### src/rtl/mec_pkg.sv
package mec_pkg;

    typedef enum logic [1:0] {
        DEST_SMI  = 2'd0,
        DEST_NMI  = 2'd1,
        DEST_SERR = 2'd2,
        DEST_TCO  = 2'd3
    } dest_e;

    localparam logic [1:0] ADDR_RELOAD = 2'd0;
    localparam logic [1:0] ADDR_CTRL   = 2'd1;
    localparam logic [1:0] ADDR_KICK   = 2'd2;
    localparam logic [1:0] ADDR_ICLR   = 2'd3;

    localparam int CTRL_WD_EN     = 0;
    localparam int CTRL_INTR_TCO  = 1;
    localparam int CTRL_ECC_OVR   = 2;
    localparam int CTRL_ROUTE_LSB = 4;
    localparam int CTRL_MSB       = CTRL_ROUTE_LSB + 1;

    typedef struct packed {
        logic  wd_en;
        logic  intr_tco;
        logic  ecc_ovr;
        dest_e ecc_route;
    } ctrl_t;

    typedef struct packed {
        logic smi;
        logic nmi;
        logic serr;
        logic tco;
    } irq_t;

endpackage

### src/rtl/mec_watchdog.sv
module mec_watchdog #(
    parameter int          CNT_W   = 10,
    parameter logic [CNT_W-1:0] RST_VAL = '1
) (
    input  logic             clk,
    input  logic             rst_n,
    input  logic             en,
    input  logic             load,
    input  logic [CNT_W-1:0] load_val,
    input  logic             kick,
    output logic             smi_evt,
    output logic             rst_evt
);

    typedef struct packed {
        logic [CNT_W-1:0] reload;
        logic [CNT_W-1:0] cnt;
        logic             fired;
    } wd_state_t;

    wd_state_t st_d, st_q;

    always_comb begin
        st_d    = st_q;
        smi_evt = 1'b0;
        rst_evt = 1'b0;
        if (load) begin
            st_d.reload = load_val;
            st_d.cnt    = load_val;
        end else if (kick) begin
            st_d.cnt   = st_q.reload;
            st_d.fired = 1'b0;
        end else if (en) begin
            if (st_q.cnt == '0) begin
                if (!st_q.fired) begin
                    smi_evt    = 1'b1;
                    st_d.fired = 1'b1;
                    st_d.cnt   = st_q.reload;
                end else begin
                    rst_evt = 1'b1;
                end
            end else begin
                st_d.cnt = st_q.cnt - 1'b1;
            end
        end
    end

    always_ff @(posedge clk or negedge rst_n) begin
        if (!rst_n) begin
            st_q <= '{reload: RST_VAL, cnt: RST_VAL, fired: 1'b0};
        end else begin
            st_q <= st_d;
        end
    end

    AST_WD_HALT: assert property (@(posedge clk) disable iff (!rst_n)
        (!en && !load && !kick) |=> $stable(st_q.cnt));
    AST_WD_KICK_REARMS: assert property (@(posedge clk) disable iff (!rst_n)
        kick |=> !rst_evt);
    AST_WD_SINGLE_SMI: assert property (@(posedge clk) disable iff (!rst_n)
        smi_evt |=> !smi_evt);

endmodule

### src/rtl/mec_boot_mon.sv
module mec_boot_mon #(
    parameter int CNT_W = 16,
    parameter int LIMIT = 50000
) (
    input  logic clk,
    input  logic rst_n,
    input  logic fetch,
    output logic timeout_evt
);

    localparam logic [CNT_W-1:0] LAST = CNT_W'(LIMIT - 1);

    typedef struct packed {
        logic             armed;
        logic [CNT_W-1:0] cnt;
    } bm_state_t;

    bm_state_t st_d, st_q;

    always_comb begin
        st_d        = st_q;
        timeout_evt = 1'b0;
        if (st_q.armed) begin
            if (fetch) begin
                st_d.armed = 1'b0;
            end else if (st_q.cnt == LAST) begin
                st_d.armed  = 1'b0;
                timeout_evt = 1'b1;
            end else begin
                st_d.cnt = st_q.cnt + 1'b1;
            end
        end
    end

    always_ff @(posedge clk or negedge rst_n) begin
        if (!rst_n) begin
            st_q <= '{armed: 1'b1, cnt: '0};
        end else begin
            st_q <= st_d;
        end
    end

    AST_BOOT_DISARM: assert property (@(posedge clk) disable iff (!rst_n)
        !st_q.armed |=> !st_q.armed);
    AST_BOOT_ONE_SHOT: assert property (@(posedge clk) disable iff (!rst_n)
        timeout_evt |=> !timeout_evt);

endmodule

### src/rtl/mec_intrusion.sv
module mec_intrusion #(
    parameter int SYNC_STAGES = 2
) (
    input  logic clk,
    input  logic rst_n,
    input  logic intr_n,
    input  logic clr,
    output logic fall_evt,
    output logic flag
);

    typedef struct packed {
        logic [SYNC_STAGES-1:0] sync;
        logic                   prev;
        logic                   flag;
    } in_state_t;

    in_state_t st_d, st_q;

    generate
        if (SYNC_STAGES > 1) begin : g_chain
            always_comb begin
                st_d.sync = {st_q.sync[SYNC_STAGES-2:0], intr_n};
            end
        end else begin : g_single
            always_comb begin
                st_d.sync = intr_n;
            end
        end
    endgenerate

    always_comb begin
        fall_evt  = st_q.prev & ~st_q.sync[SYNC_STAGES-1];
        st_d.prev = st_q.sync[SYNC_STAGES-1];
        st_d.flag = fall_evt | (st_q.flag & ~clr);
    end

    assign flag = st_q.flag;

    always_ff @(posedge clk or negedge rst_n) begin
        if (!rst_n) begin
            st_q <= '{sync: '1, prev: 1'b1, flag: 1'b0};
        end else begin
            st_q <= st_d;
        end
    end

    AST_INTR_ONE_SHOT: assert property (@(posedge clk) disable iff (!rst_n)
        fall_evt |=> !fall_evt);
    AST_INTR_FLAG_HOLD: assert property (@(posedge clk) disable iff (!rst_n)
        (flag && !clr) |=> flag);

endmodule

### src/rtl/mec_ecc_router.sv
module mec_ecc_router
    import mec_pkg::*;
(
    input  logic       strobe,
    input  logic [1:0] code,
    input  logic       ovr,
    input  dest_e      route,
    output irq_t       hit
);

    dest_e sel;

    always_comb begin
        sel  = ovr ? route : dest_e'(code);
        hit  = '0;
        if (strobe) begin
            unique case (sel)
                DEST_SMI:  hit.smi  = 1'b1;
                DEST_NMI:  hit.nmi  = 1'b1;
                DEST_SERR: hit.serr = 1'b1;
                DEST_TCO:  hit.tco  = 1'b1;
                default:   hit      = '0;
            endcase
        end
    end

    always_comb begin
        AST_ECC_ONEHOT: assert ($onehot0(hit));
    end

endmodule

### src/rtl/mec_event_ctrl.sv
module mec_event_ctrl
    import mec_pkg::*;
#(
    parameter int WD_W        = 10,
    parameter int BOOT_W      = 16,
    parameter int BOOT_LIMIT  = 50000,
    parameter int DATA_W      = 16,
    parameter int SYNC_STAGES = 2
) (
    input  logic              clk,
    input  logic              rst_n,
    input  logic              wr_en,
    input  logic [1:0]        wr_addr,
    input  logic [DATA_W-1:0] wr_data,
    input  logic              first_fetch,
    input  logic              intruder_n,
    input  logic              ecc_valid,
    input  logic [1:0]        ecc_code,
    output logic              smi,
    output logic              nmi,
    output logic              serr,
    output logic              tco_irq,
    output logic              reset_req,
    output logic              intrusion_flag
);

    localparam logic [WD_W-1:0] WD_RST = '1;

    typedef struct packed {
        ctrl_t ctrl;
        irq_t  irq;
        logic  rst_req;
    } top_state_t;

    top_state_t st_d, st_q;

    logic we_reload, we_ctrl, we_kick, we_iclr;
    logic wd_smi, wd_rst, boot_to, intr_fall;
    irq_t ecc_hit;
    logic unused_hi;

    assign we_reload = wr_en && (wr_addr == ADDR_RELOAD);
    assign we_ctrl   = wr_en && (wr_addr == ADDR_CTRL);
    assign we_kick   = wr_en && (wr_addr == ADDR_KICK);
    assign we_iclr   = wr_en && (wr_addr == ADDR_ICLR);
    assign unused_hi = ^wr_data[DATA_W-1:WD_W];

    mec_watchdog #(.CNT_W(WD_W), .RST_VAL(WD_RST)) u_wdog (
        .clk      (clk),
        .rst_n    (rst_n),
        .en       (st_q.ctrl.wd_en),
        .load     (we_reload),
        .load_val (wr_data[WD_W-1:0]),
        .kick     (we_kick),
        .smi_evt  (wd_smi),
        .rst_evt  (wd_rst)
    );

    mec_boot_mon #(.CNT_W(BOOT_W), .LIMIT(BOOT_LIMIT)) u_boot (
        .clk         (clk),
        .rst_n       (rst_n),
        .fetch       (first_fetch),
        .timeout_evt (boot_to)
    );

    mec_intrusion #(.SYNC_STAGES(SYNC_STAGES)) u_intr (
        .clk      (clk),
        .rst_n    (rst_n),
        .intr_n   (intruder_n),
        .clr      (we_iclr),
        .fall_evt (intr_fall),
        .flag     (intrusion_flag)
    );

    mec_ecc_router u_ecc (
        .strobe (ecc_valid),
        .code   (ecc_code),
        .ovr    (st_q.ctrl.ecc_ovr),
        .route  (st_q.ctrl.ecc_route),
        .hit    (ecc_hit)
    );

    always_comb begin
        st_d = st_q;
        if (we_ctrl) begin
            st_d.ctrl.wd_en     = wr_data[CTRL_WD_EN];
            st_d.ctrl.intr_tco  = wr_data[CTRL_INTR_TCO];
            st_d.ctrl.ecc_ovr   = wr_data[CTRL_ECC_OVR];
            st_d.ctrl.ecc_route = dest_e'(wr_data[CTRL_MSB:CTRL_ROUTE_LSB]);
        end
        st_d.irq.smi  = wd_smi | (intr_fall & ~st_q.ctrl.intr_tco) | ecc_hit.smi;
        st_d.irq.nmi  = ecc_hit.nmi;
        st_d.irq.serr = ecc_hit.serr;
        st_d.irq.tco  = (intr_fall & st_q.ctrl.intr_tco) | ecc_hit.tco;
        st_d.rst_req  = st_q.rst_req | wd_rst | boot_to;
    end

    always_ff @(posedge clk or negedge rst_n) begin
        if (!rst_n) begin
            st_q <= '{ctrl: '{wd_en: 1'b0, intr_tco: 1'b0, ecc_ovr: 1'b0, ecc_route: DEST_SMI},
                      irq: '0, rst_req: 1'b0};
        end else begin
            st_q <= st_d;
        end
    end

    assign smi       = st_q.irq.smi;
    assign nmi       = st_q.irq.nmi;
    assign serr      = st_q.irq.serr;
    assign tco_irq   = st_q.irq.tco;
    assign reset_req = st_q.rst_req;

    AST_RST_STICKY: assert property (@(posedge clk) disable iff (!rst_n)
        reset_req |=> reset_req);
    AST_WD_SMI_OUT: assert property (@(posedge clk) disable iff (!rst_n)
        wd_smi |=> smi);
    AST_WD_RST_OUT: assert property (@(posedge clk) disable iff (!rst_n)
        wd_rst |=> reset_req);
    AST_BOOT_RST_OUT: assert property (@(posedge clk) disable iff (!rst_n)
        boot_to |=> reset_req);
    AST_NO_EVENT_IDLE: assert property (@(posedge clk) disable iff (!rst_n)
        (!ecc_valid && !intr_fall && !wd_smi) |=> !smi);

endmodule

### config.mk
export PLATFORM = sky130hd
export DESIGN_NAME = mec_event_ctrl
export DESIGN_NICKNAME = d
export VERILOG_FILES = /design/src/rtl/mec_pkg.sv /design/src/rtl/mec_watchdog.sv /design/src/rtl/mec_boot_mon.sv /design/src/rtl/mec_intrusion.sv /design/src/rtl/mec_ecc_router.sv /design/src/rtl/mec_event_ctrl.sv
export SDC_FILE = /design/constraint.sdc
export NUM_CORES = 1
export LEC_CHECK = 0
export BUFFER_PORTS_ARGS = -buffer_cell sky130_fd_sc_hd__buf_4
export CAP_MARGIN = 30
export CORE_MARGIN = 2
export CORE_UTILIZATION = 29
export CTS_BUF_LIST = sky130_fd_sc_hd__clkbuf_16
export CTS_CLUSTER_DIAMETER = 80
export DETAILED_ROUTE_END_ITERATION = 8
export PLACE_DENSITY = 0.52
export SYNTH_ARGS = -nofsm -noshare
export SYNTH_HDL_FRONTEND = slang
export SYNTH_HIERARCHICAL = 1
export SYNTH_SLANG_ARGS = --single-unit
export TNS_END_PERCENT = 50
### constraint.sdc
create_clock -name clk -period 2.6 [get_ports clk]
set_input_delay 0.26 -clock clk [delete_from_list [all_inputs] [get_ports clk]]
set_output_delay 0.26 -clock clk [all_outputs]
set_load 0.005 [all_outputs]
[After elaboration in Yosys (flattened, before gate mapping)]
Cells that the tools add are included.
Operators by class
  $add $sub $neg: 2
  equal/unequal tests: 8
  muxes and demuxes: 30
  bitwise gates (word level): 16
  reduce and logical (&&, ||, !) cells: 13
Operators by type and width (count)
  11-bit two-way mux: 3
  16-bit two-way mux: 2
  1-bit two-way mux: 20
  10-bit two-way mux: 2
  17-bit two-way mux: 1
  16-bit by 1-bit adder with 16-bit output (second input constant): 1
  16-bit == test (second input constant): 1
  10-bit logical NOT: 1
  10-bit by 1-bit subtractor with 10-bit output (second input constant): 1
  2-bit == test (second input constant): 4
  1-bit NOT: 6
  1-bit OR: 6
  3-bit AND reduction: 2
  1-bit AND: 4
  2-bit by 1-bit == test with 1-bit output (second input constant): 2
  1-bit logical AND: 4
  2-bit logical NOT: 2
  4-bit two-way mux: 1
  4-bit by 2-bit != test with 1-bit output (second input constant): 1
  2-bit nonzero test: 2
  3-bit nonzero test: 1
  2-bit two-way mux: 1
  2-bit AND reduction: 1
Word-level totals
  register bits after elaboration: 52
  bits of input ports: 26
  output and inout bits: 6
  word-level logic and storage cells: 86

[Longest topological paths before layout]
Gate-level depths: netlist of the first run.
  depth after elaboration: 7
  mapped depth: 8
  mapped depth without buffers: 8

[Hierarchy]
The synthesis of the first run kept the hierarchy.
Modules (own cells, without submodules)
  mec_watchdog: instances 1, cells each 132, area each 1238.7 µm²
  mec_boot_mon: instances 1, cells each 74, area each 808.3 µm²
  mec_event_ctrl: instances 1, cells each 24, area each 396.6 µm²
  mec_intrusion: instances 1, cells each 7, area each 128.9 µm²
  mec_ecc_router: instances 1, cells each 11, area each 73.8 µm²

[Least setup slack after synthesis of the first run]
Ideal clock, no wire load.
  path type: register to register
  start: register u_boot/st_q[10] (netlist bit)
  end: register u_boot/st_q[1] (netlist bit)
  setup time: 0.125 ns
  arrival: 1.909 ns
  data required time: 2.475 ns
  slack: 0.566 ns
  cell stages (with the launch flop): 5
  path buffers: 0
  period minus slack after synthesis: 2.034 ns
  cells stage by stage: dfrtp_1 > or4_1 > or4_4 > o21ai_4 > mux2_4
On the way
  longest elaborated chain between the ends: 3
RTL lines
  start: declaration: line mec_boot_mon.sv:18  | bm_state_t st_d, st_q;
  start signal: assignment: line mec_boot_mon.sv:37  | st_q <= '{armed: 1'b1, cnt: '0};
  start signal: assignment: line mec_boot_mon.sv:39  | st_q <= st_d;
  16-bit == test: line mec_boot_mon.sv:26  | end else if (st_q.cnt == LAST) begin
  1-bit NOT (no line)
  3-bit AND reduction (no line)
Every way passes these cells.
A chain may end at the register's enable or synchronous reset.

[Worst setup path after layout of the first run]
  start: register u_wdog/st_q[1] (netlist bit)
  end: register u_wdog/st_q[8] (netlist bit)
On the way
  longest elaborated chain between the ends: 5
  elaborated cells between the ends (all ways): 8
RTL lines
  start: declaration: line mec_watchdog.sv:21  | wd_state_t st_d, st_q;
  start signal: assignment: line mec_watchdog.sv:50  | st_q <= '{reload: RST_VAL, cnt: RST_VAL, fired: 1'b0};
  start signal: assignment: line mec_watchdog.sv:52  | st_q <= st_d;
  10-bit by 1-bit subtractor with 10-bit output / 10-bit logical NOT (equally long branches): line mec_watchdog.sv:43, mec_watchdog.sv:34
  10-bit two-way mux: line mec_watchdog.sv:34  | if (st_q.cnt == '0) begin
  11-bit two-way mux: line mec_watchdog.sv:33  | end else if (en) begin
  11-bit two-way mux: line mec_watchdog.sv:30  | end else if (kick) begin
  10-bit two-way mux: line mec_watchdog.sv:27  | if (load) begin
Parallel ways exist; a longest one is shown, timed or not. The select of a mux whose other input is x is not followed.

==> results of run 1 <==
flip-flops by register name, summed over array words and instances (netlist names), 2 cells and up:
name	count
u_intr/st_d	2
u_wdog/st_q	21
st_q	5
u_boot/st_q	17
area by class of cell:
class	count	area (µm²)
Tap cell	108	135
Multi-Input combinational cell	177	1250
Clock buffer	5	125
Sequential cell	52	1330
Fill cell	873	5660
Timing Repair Buffer	28	210
Inverter	13	48.8
Clock inverter	3	46.3
synthesized netlist by cell type, types with 4 or more instances:
library cell,n
sky130_fd_sc_hd__inv_1,12
sky130_fd_sc_hd__dfrtp_1,28
sky130_fd_sc_hd__o211ai_1,4
sky130_fd_sc_hd__a31oi_1,5
sky130_fd_sc_hd__nor3_1,9
sky130_fd_sc_hd__dfstp_2,24
sky130_fd_sc_hd__clkbuf_1,4
sky130_fd_sc_hd__a21oi_1,5
sky130_fd_sc_hd__nand3_1,9
sky130_fd_sc_hd__nor2_1,16
sky130_fd_sc_hd__mux2_4,6
sky130_fd_sc_hd__xnor2_1,16
sky130_fd_sc_hd__o21ai_0,15
sky130_fd_sc_hd__nand2_1,24
sky130_fd_sc_hd__nor4_1,4
sky130_fd_sc_hd__nand2b_1,4
sky130_fd_sc_hd__nand4_1,5
path summary, 6_finish.rpt:
| kind | startpoint | end | slack [ps] | cells past startpoint |
|---|---|---|---|---|
| hold reg to reg | u_intr/st_d[3] | u_intr/st_d[1] | 360 | 0 |
| min in group clk | intruder_n | u_intr/st_d[3] | 70 | 1 |
| setup reg to reg | u_wdog/st_q[1] | u_wdog/st_q[8] | 250 | 6 |
| setup / recovery | u_wdog/st_q[1] | u_wdog/st_q[8] | 250 | 6 |
| max in group asynchronous | rst_n | u_boot/st_q[9] | 2170 | 1 |
| hold / removal | rst_n | u_boot/st_q[1] | -10 | 1 |
cell usage in the layout, fill, tap and decap left out, types with 6 or more instances in the layout:
cell type / synthesis / routed
sky130_fd_sc_hd__dfrtp_1: 28 / 28
sky130_fd_sc_hd__dfstp_2: 24 / 24
sky130_fd_sc_hd__nor3_1: 9 / 9
sky130_fd_sc_hd__xnor2_1: 16 / 16
sky130_fd_sc_hd__o21ai_0: 15 / 15
sky130_fd_sc_hd__nand2_1: 24 / 24
sky130_fd_sc_hd__buf_4: 0 / 28
sky130_fd_sc_hd__nor2_1: 16 / 16
sky130_fd_sc_hd__inv_1: 12 / 12
sky130_fd_sc_hd__mux2_4: 6 / 6
sky130_fd_sc_hd__nand3_1: 9 / 9
worst reg2reg max path, stage by stage, from the launching register on:
cell and delay (ps):
sky130_fd_sc_hd__dfstp_2 380, sky130_fd_sc_hd__inv_1 70, sky130_fd_sc_hd__ha_1 210, sky130_fd_sc_hd__nor4b_1 630
sky130_fd_sc_hd__a31oi_2 400, sky130_fd_sc_hd__a2111oi_1 440, sky130_fd_sc_hd__a221o_1 160
per-stage QoR:
| stage | hold WS, ps | setup WS [ps] | cell area (µm²) | utilization (%) |
|---|---|---|---|---|
| 2_1_floorplan | -35.6 | 566 | 2650 | - |
| 3_3_place_gp | 338 | 228 | 2970 | 33.7 |
| 3_5_place_dp | 339 | 200 | 2970 | 33.7 |
| 4_1_cts | 23.9 | 191 | 3140 | 35.6 |
| 5_1_grt | 44.2 | 25.8 | 3140 | 35.7 |
| 6_report | -13.7 | 247 | 3140 | 35.7 |
routing by layer:
metal,global-route usage (%),vias up,wire length [µm]
met2,16.8,34,2410
li1,-,959,-
met5,0,-,0
met3,2.53,2,175
met1,17.8,945,2920
met4,4.74,0,40
report_power, final:
part / switching [mW] / internal [mW] / total [mW]
logic: 0.260 / 0.260 / 0.519
registers: 0.159 / 1.02 / 1.17
clock network: 0.310 / 0.458 / 0.768
cell families after synthesis:
kind of cell | after synthesis | synth area share (%)
simple gates | 93 | 20.0
flops | 52 | 50.3
xor+xnor | 18 | 5.96
fa+ha+maj | 2 | 0.945
compound gates | 54 | 14.7
buf+inv | 19 | 3.03
mux | 10 | 5.06
timing repair:
item / CTS / global route
buffers inserted: 0 / 0
endpoints found under the hold margin: 0 / 0
setup endpoints to repair: 0 / 2
resized for setup: 0 / 1
==> flow_summary.yaml, run 1 <==
min_path:
  timing.hold.worst.class: "primary input to asynchronous set/reset pin"
flow_run:
  max_cap_viol_count: 0
final_layout:
  drive_above_1_share_pct: 31.3
  layout.nets: 305
  layout-area-overhead-vs-synth_pct: 18.8
  antennaDiodeCount: 0
  final_cells: 386
timing:
  whs_ps: -13.7
  report.final.setup_viol: 0
  rsz0062_at_grt: "false"
  final_period_minus_worst_setup_slack_ps: 2350
  timing_worst_slew_pin_value_ps: 739
  worst_slew_margin_relative_to_its_limit_pct: 50.1
  timing.final.max_slew_violations: 0
  setup_tns_ps: 0
  final_hold_viol_count: 6
  final_period_util_pct: 90.5
  timing.fmax_ghz: 0.425
  finalClockSkew_ps: 6.46
yosys:
  net_count_after_synthesis: 276
  synth_largest_type_area_fraction_pct: 26.5
  synth_edf_count: 0
  netlist_instances: 248
  synth_area_um2: 2650
  seq_area_frac_synth_pct: 50.3
  yosys.area.top_type: "sky130_fd_sc_hd__dfrtp_1"
  synth.yosys.warnings: 6
  ys_types: 60
  ys.flop_type: "sky130_fd_sc_hd__dfrtp_1"
  ys_ff_latch: 52
  synth.top_cells.by_area: "sky130_fd_sc_hd__dfrtp_1 26%, sky130_fd_sc_hd__dfstp_2 24%, sky130_fd_sc_hd__xnor2_1 5.3%"
  ffs_w_async_s_r_synth_pct: 100
  synth_area_per_cell_um2: 10.7
die:
  die_x_um: 99.5
  floorplan.die_area_um2: 9910
  initial_utilization_pct: 30.1
  rows: 34
  die_height_um: 99.5
  io-pin-count: 32
  area_of_the_core_um2: 8810
grt:
  grt_overflow_total: 0
  grtUsageTotal_pct: 11.9
  grt_max_degree: 53
  first_global_vias: 1927
  first_pass_grt_wire_length_um: 9490
  grt_antenna_before_repair: 0
power:
  total_power_mw: 2.46
  leakage_power_nw: 1.31
  worst_ir_drop_vdd_uv: 270
  power-per-cell-area_nw_per_um2: 783
setup_path:
  critPathTopFamily: "compound AO/OA/AOI/OAI gates"
  crit_path_start_kind: "flip-flop"
  criticalPathCategory: "flip-flop to flip-flop"
  type_of_destination_of_the_critical_path: "flip-flop"
  required_ps: 2840
  cp_cell_sequence: "inv_1 > ha_1 > nor4b_1 > a31oi_2 > a2111oi_1 > a221o_1"
  timing.critical_path.arrival_ps: 2590
  crit_slowest_cell: "sky130_fd_sc_hd__nor4b_1"
  critical_path.max_stage_delay_ps: 630
  cp_num_buf_inv: 1
  worstPathMaxFanout: 10
clock_network:
  tritoncts: "built"
  cts_buffers: 5
  buffer_levels_on_the_longest_clock_path: 2
  clk_pin_slew_ps: 70
  cts-root-buf: "sky130_fd_sc_hd__clkbuf_16"
  htree_levels: 2
  clock_latency_of_the_later_clocked_register_in_the_worst_skew_pair_ps: 290
  cts.hold.buffers_added: 0
  cts.sinks: 52
detailed_routing:
  drt_iter0_drc: 148
  dr_vias_cell: 5.03
  drc_markers: 0
  detail_route.first_pass.iterations: 5
  routed-via-count: 1940
  route.antenna.remaining_nets: 0
  routed_wirelength_um: 5550
  post_drt_wl_per_cell_um: 14.4
place:
  globalplace.congestion: 0.816
  io_buffers: 25
  dp_hpwl_um: 4000
  dp_cells: 378
outcome:
  run_status: "finished, violations left"
  violations: "negative hold slack"
No activity file was read; power rests on OpenSTA's default activity.
==> run 2: changes to the inputs <==
Settings changed: CTS_BUF_LIST sky130_fd_sc_hd__clkbuf_16 to default.
==> run 2 against run 1 <==
  * The flow now finishes without violations
  * Core utilization shrank 0.53 points
  * Clock-buffer cell count is the same
  * Maximum frequency decreased by 0.54%
  * Setup slack worse by 13 ps
  * First-iteration DRC count is 30% lower
  * Cell area down 1.5%
  * Via count shrank 0.41%
  * Critical path type unchanged
  * Critical endpoint unchanged
  * Largest cell class unchanged
==> flow_summary.yaml, run 2 (same netlist as run 1, synthesis figures left out) <==
die:
  rows: 34
  area_of_the_core_um2: 8810
  io-pin-count: 32
  floorplan.die_area_um2: 9910
  die_height_um: 99.5
  initial_utilization_pct: 30.1
  die_x_um: 99.5
setup_path:
  timing.critical_path.arrival_ps: 2620
  crit_path_start_kind: "flip-flop"
  criticalPathCategory: "flip-flop to flip-flop"
  type_of_destination_of_the_critical_path: "flip-flop"
  worstPathMaxFanout: 10
  required_ps: 2860
outcome:
  run_status: "finished, final reports clean"
timing:
  whs_ps: 44.8
  timing.final.max_slew_violations: 0
  finalClockSkew_ps: 10.1
  timing_worst_slew_pin_value_ps: 757
  final_hold_viol_count: 0
  worst_slew_margin_relative_to_its_limit_pct: 48.9
  final_period_util_pct: 91.0
  setup_tns_ps: 0
  final_critical_path_setup_slack_ps: 234
  rsz0062_at_grt: "false"
  final_period_minus_worst_setup_slack_ps: 2370
  timing.fmax_ghz: 0.423
  report.final.setup_viol: 0
place:
  dpl_worst_slack_ps: 200
  globalplace.congestion: 0.816
  place_area_um2: 2970
  dp_hpwl_um: 4000
  io_buffers: 25
grt:
  grt_overflow_total: 0
  grt_max_degree: 53
  grtUsageTotal_pct: 12.0
  grt_antenna_before_repair: 0
  first_global_vias: 1931
  first_pass_grt_wire_length_um: 9490
final_layout:
  drive_above_1_share_pct: 31.2
  highest_count_cells_in_the_layout_ignoring_fill_and_taps: "28 x sky130_fd_sc_hd__buf_4, 28 x sky130_fd_sc_hd__dfrtp_1, 24 x sky130_fd_sc_hd__nand2_1, 24 x sky130_fd_sc_hd__dfstp_2"
  antennaDiodeCount: 0
  layout.nets: 306
  layout-area-overhead-vs-synth_pct: 17.0
  layout.cell_area.non_filler_um2: 3100
  top_register: "u_wdog/st_q"
  largest_reg_flops: 21
  layout_top_registers: "u_wdog/st_q x21, u_boot/st_q x17, st_q x5"
detailed_routing:
  route.antenna.remaining_nets: 0
  routed-via-count: 1932
  drt_iter0_drc: 103
  post_drt_wl_per_cell_um: 14.4
  routed_wirelength_um: 5580
  drc_markers: 0
  dr_vias_cell: 4.99
  detail_route.first_pass.iterations: 4
clock_network:
  cts_buffers: 5
  clk_pin_slew_ps: 110
  clock_latency_of_the_later_clocked_register_in_the_worst_skew_pair_ps: 310
  cts-root-buf: "sky130_fd_sc_hd__clkbuf_8"
  buffer_levels_on_the_longest_clock_path: 2
  cts.sinks: 52
  tritoncts: "built"
  htree_levels: 2
power:
  leakage_power_nw: 1.29
  power-per-cell-area_nw_per_um2: 734
  worst_ir_drop_vdd_uv: 235
min_path:
  timing.hold.worst.class: "primary input to flip-flop"
flow_run:
  max_cap_viol_count: 0
[run 2: cell count changes in the layout (fill, tap and decap cells not counted), sizes merged]
cell | previous run | this run
dlygate4sd3 | 0 | 1
[run 2: layout make-up]
type,instances,area [µm²]
multi-input cells,177,1250
clock inverters,3,46.3
well taps,108,135
inverters,13,48.8
fillers,883,5710
flip-flops and latches,52,1330
clock buffers,5,68.8
repair buffers,29,220
[run 2: metrics by stage]
| step | utilization (%) | total power, mW | instances |
|---|---|---|---|
| floorplan | - | 1.55 | 248 |
| finish | 35.2 | 2.27 | 387 |
| CTS | 35.1 | 2.30 | 387 |
| detailed placement | 33.7 | 1.70 | 378 |
| global route | 35.2 | 2.43 | 387 |
| global placement | 33.7 | 1.69 | 378 |
[run 2: power breakdown]
part | total (mW) | internal [mW] | switching (mW) | leakage, nW
Sequential | 1.18 | 1.02 | 0.160 | 0.626
Clock | 0.577 | 0.290 | 0.286 | 0.0548
Combinational | 0.521 | 0.261 | 0.260 | 0.606
Total | 2.27 | 1.57 | 0.707 | 1.29
[run 2: worst paths after layout]
| path | cells past startpoint | slack [ps] | start | endpoint |
|---|---|---|---|---|
| setup reg to reg | 6 | 230 | u_wdog/st_q[1] | u_wdog/st_q[8] |
| max in group asynchronous | 2 | 1640 | rst_n | u_boot/st_q[9] |
| hold / removal | 1 | 40 | intruder_n | u_intr/st_d[3] |
| hold reg to reg | 0 | 360 | u_intr/st_d[3] | u_intr/st_d[1] |
| min in group asynchronous | 2 | 510 | rst_n | u_boot/st_q[1] |
| setup / recovery | 6 | 230 | u_wdog/st_q[1] | u_wdog/st_q[8] |
[run 2: repair_timing]
| item | in CTS | in global routing |
|---|---|---|
| resized for setup | 0 | 1 |
| setup endpoints to repair | 0 | 2 |
| setup buffers | 0 | 0 |
| hold buffers | 1 | 0 |
| hold endpoints to repair | 21 | 0 |
[run 2: critical path, cell delays in order, from the launching register on]
cell and delay (ps):
sky130_fd_sc_hd__dfstp_2 390, sky130_fd_sc_hd__inv_1 70, sky130_fd_sc_hd__ha_1 210, sky130_fd_sc_hd__nor4b_1 640, sky130_fd_sc_hd__a31oi_2 400, sky130_fd_sc_hd__a2111oi_1 440, sky130_fd_sc_hd__a221o_1 160
[run 2: routing by layer]
metal  track usage, %  up-vias  part of all wire [%]
met3             2.53        4                   3.7
li1                 -      959                     -
met4             5.27        0                   1.4
met1             17.7      930                    53
met5                0        -                     0
met2             16.8       39                    42
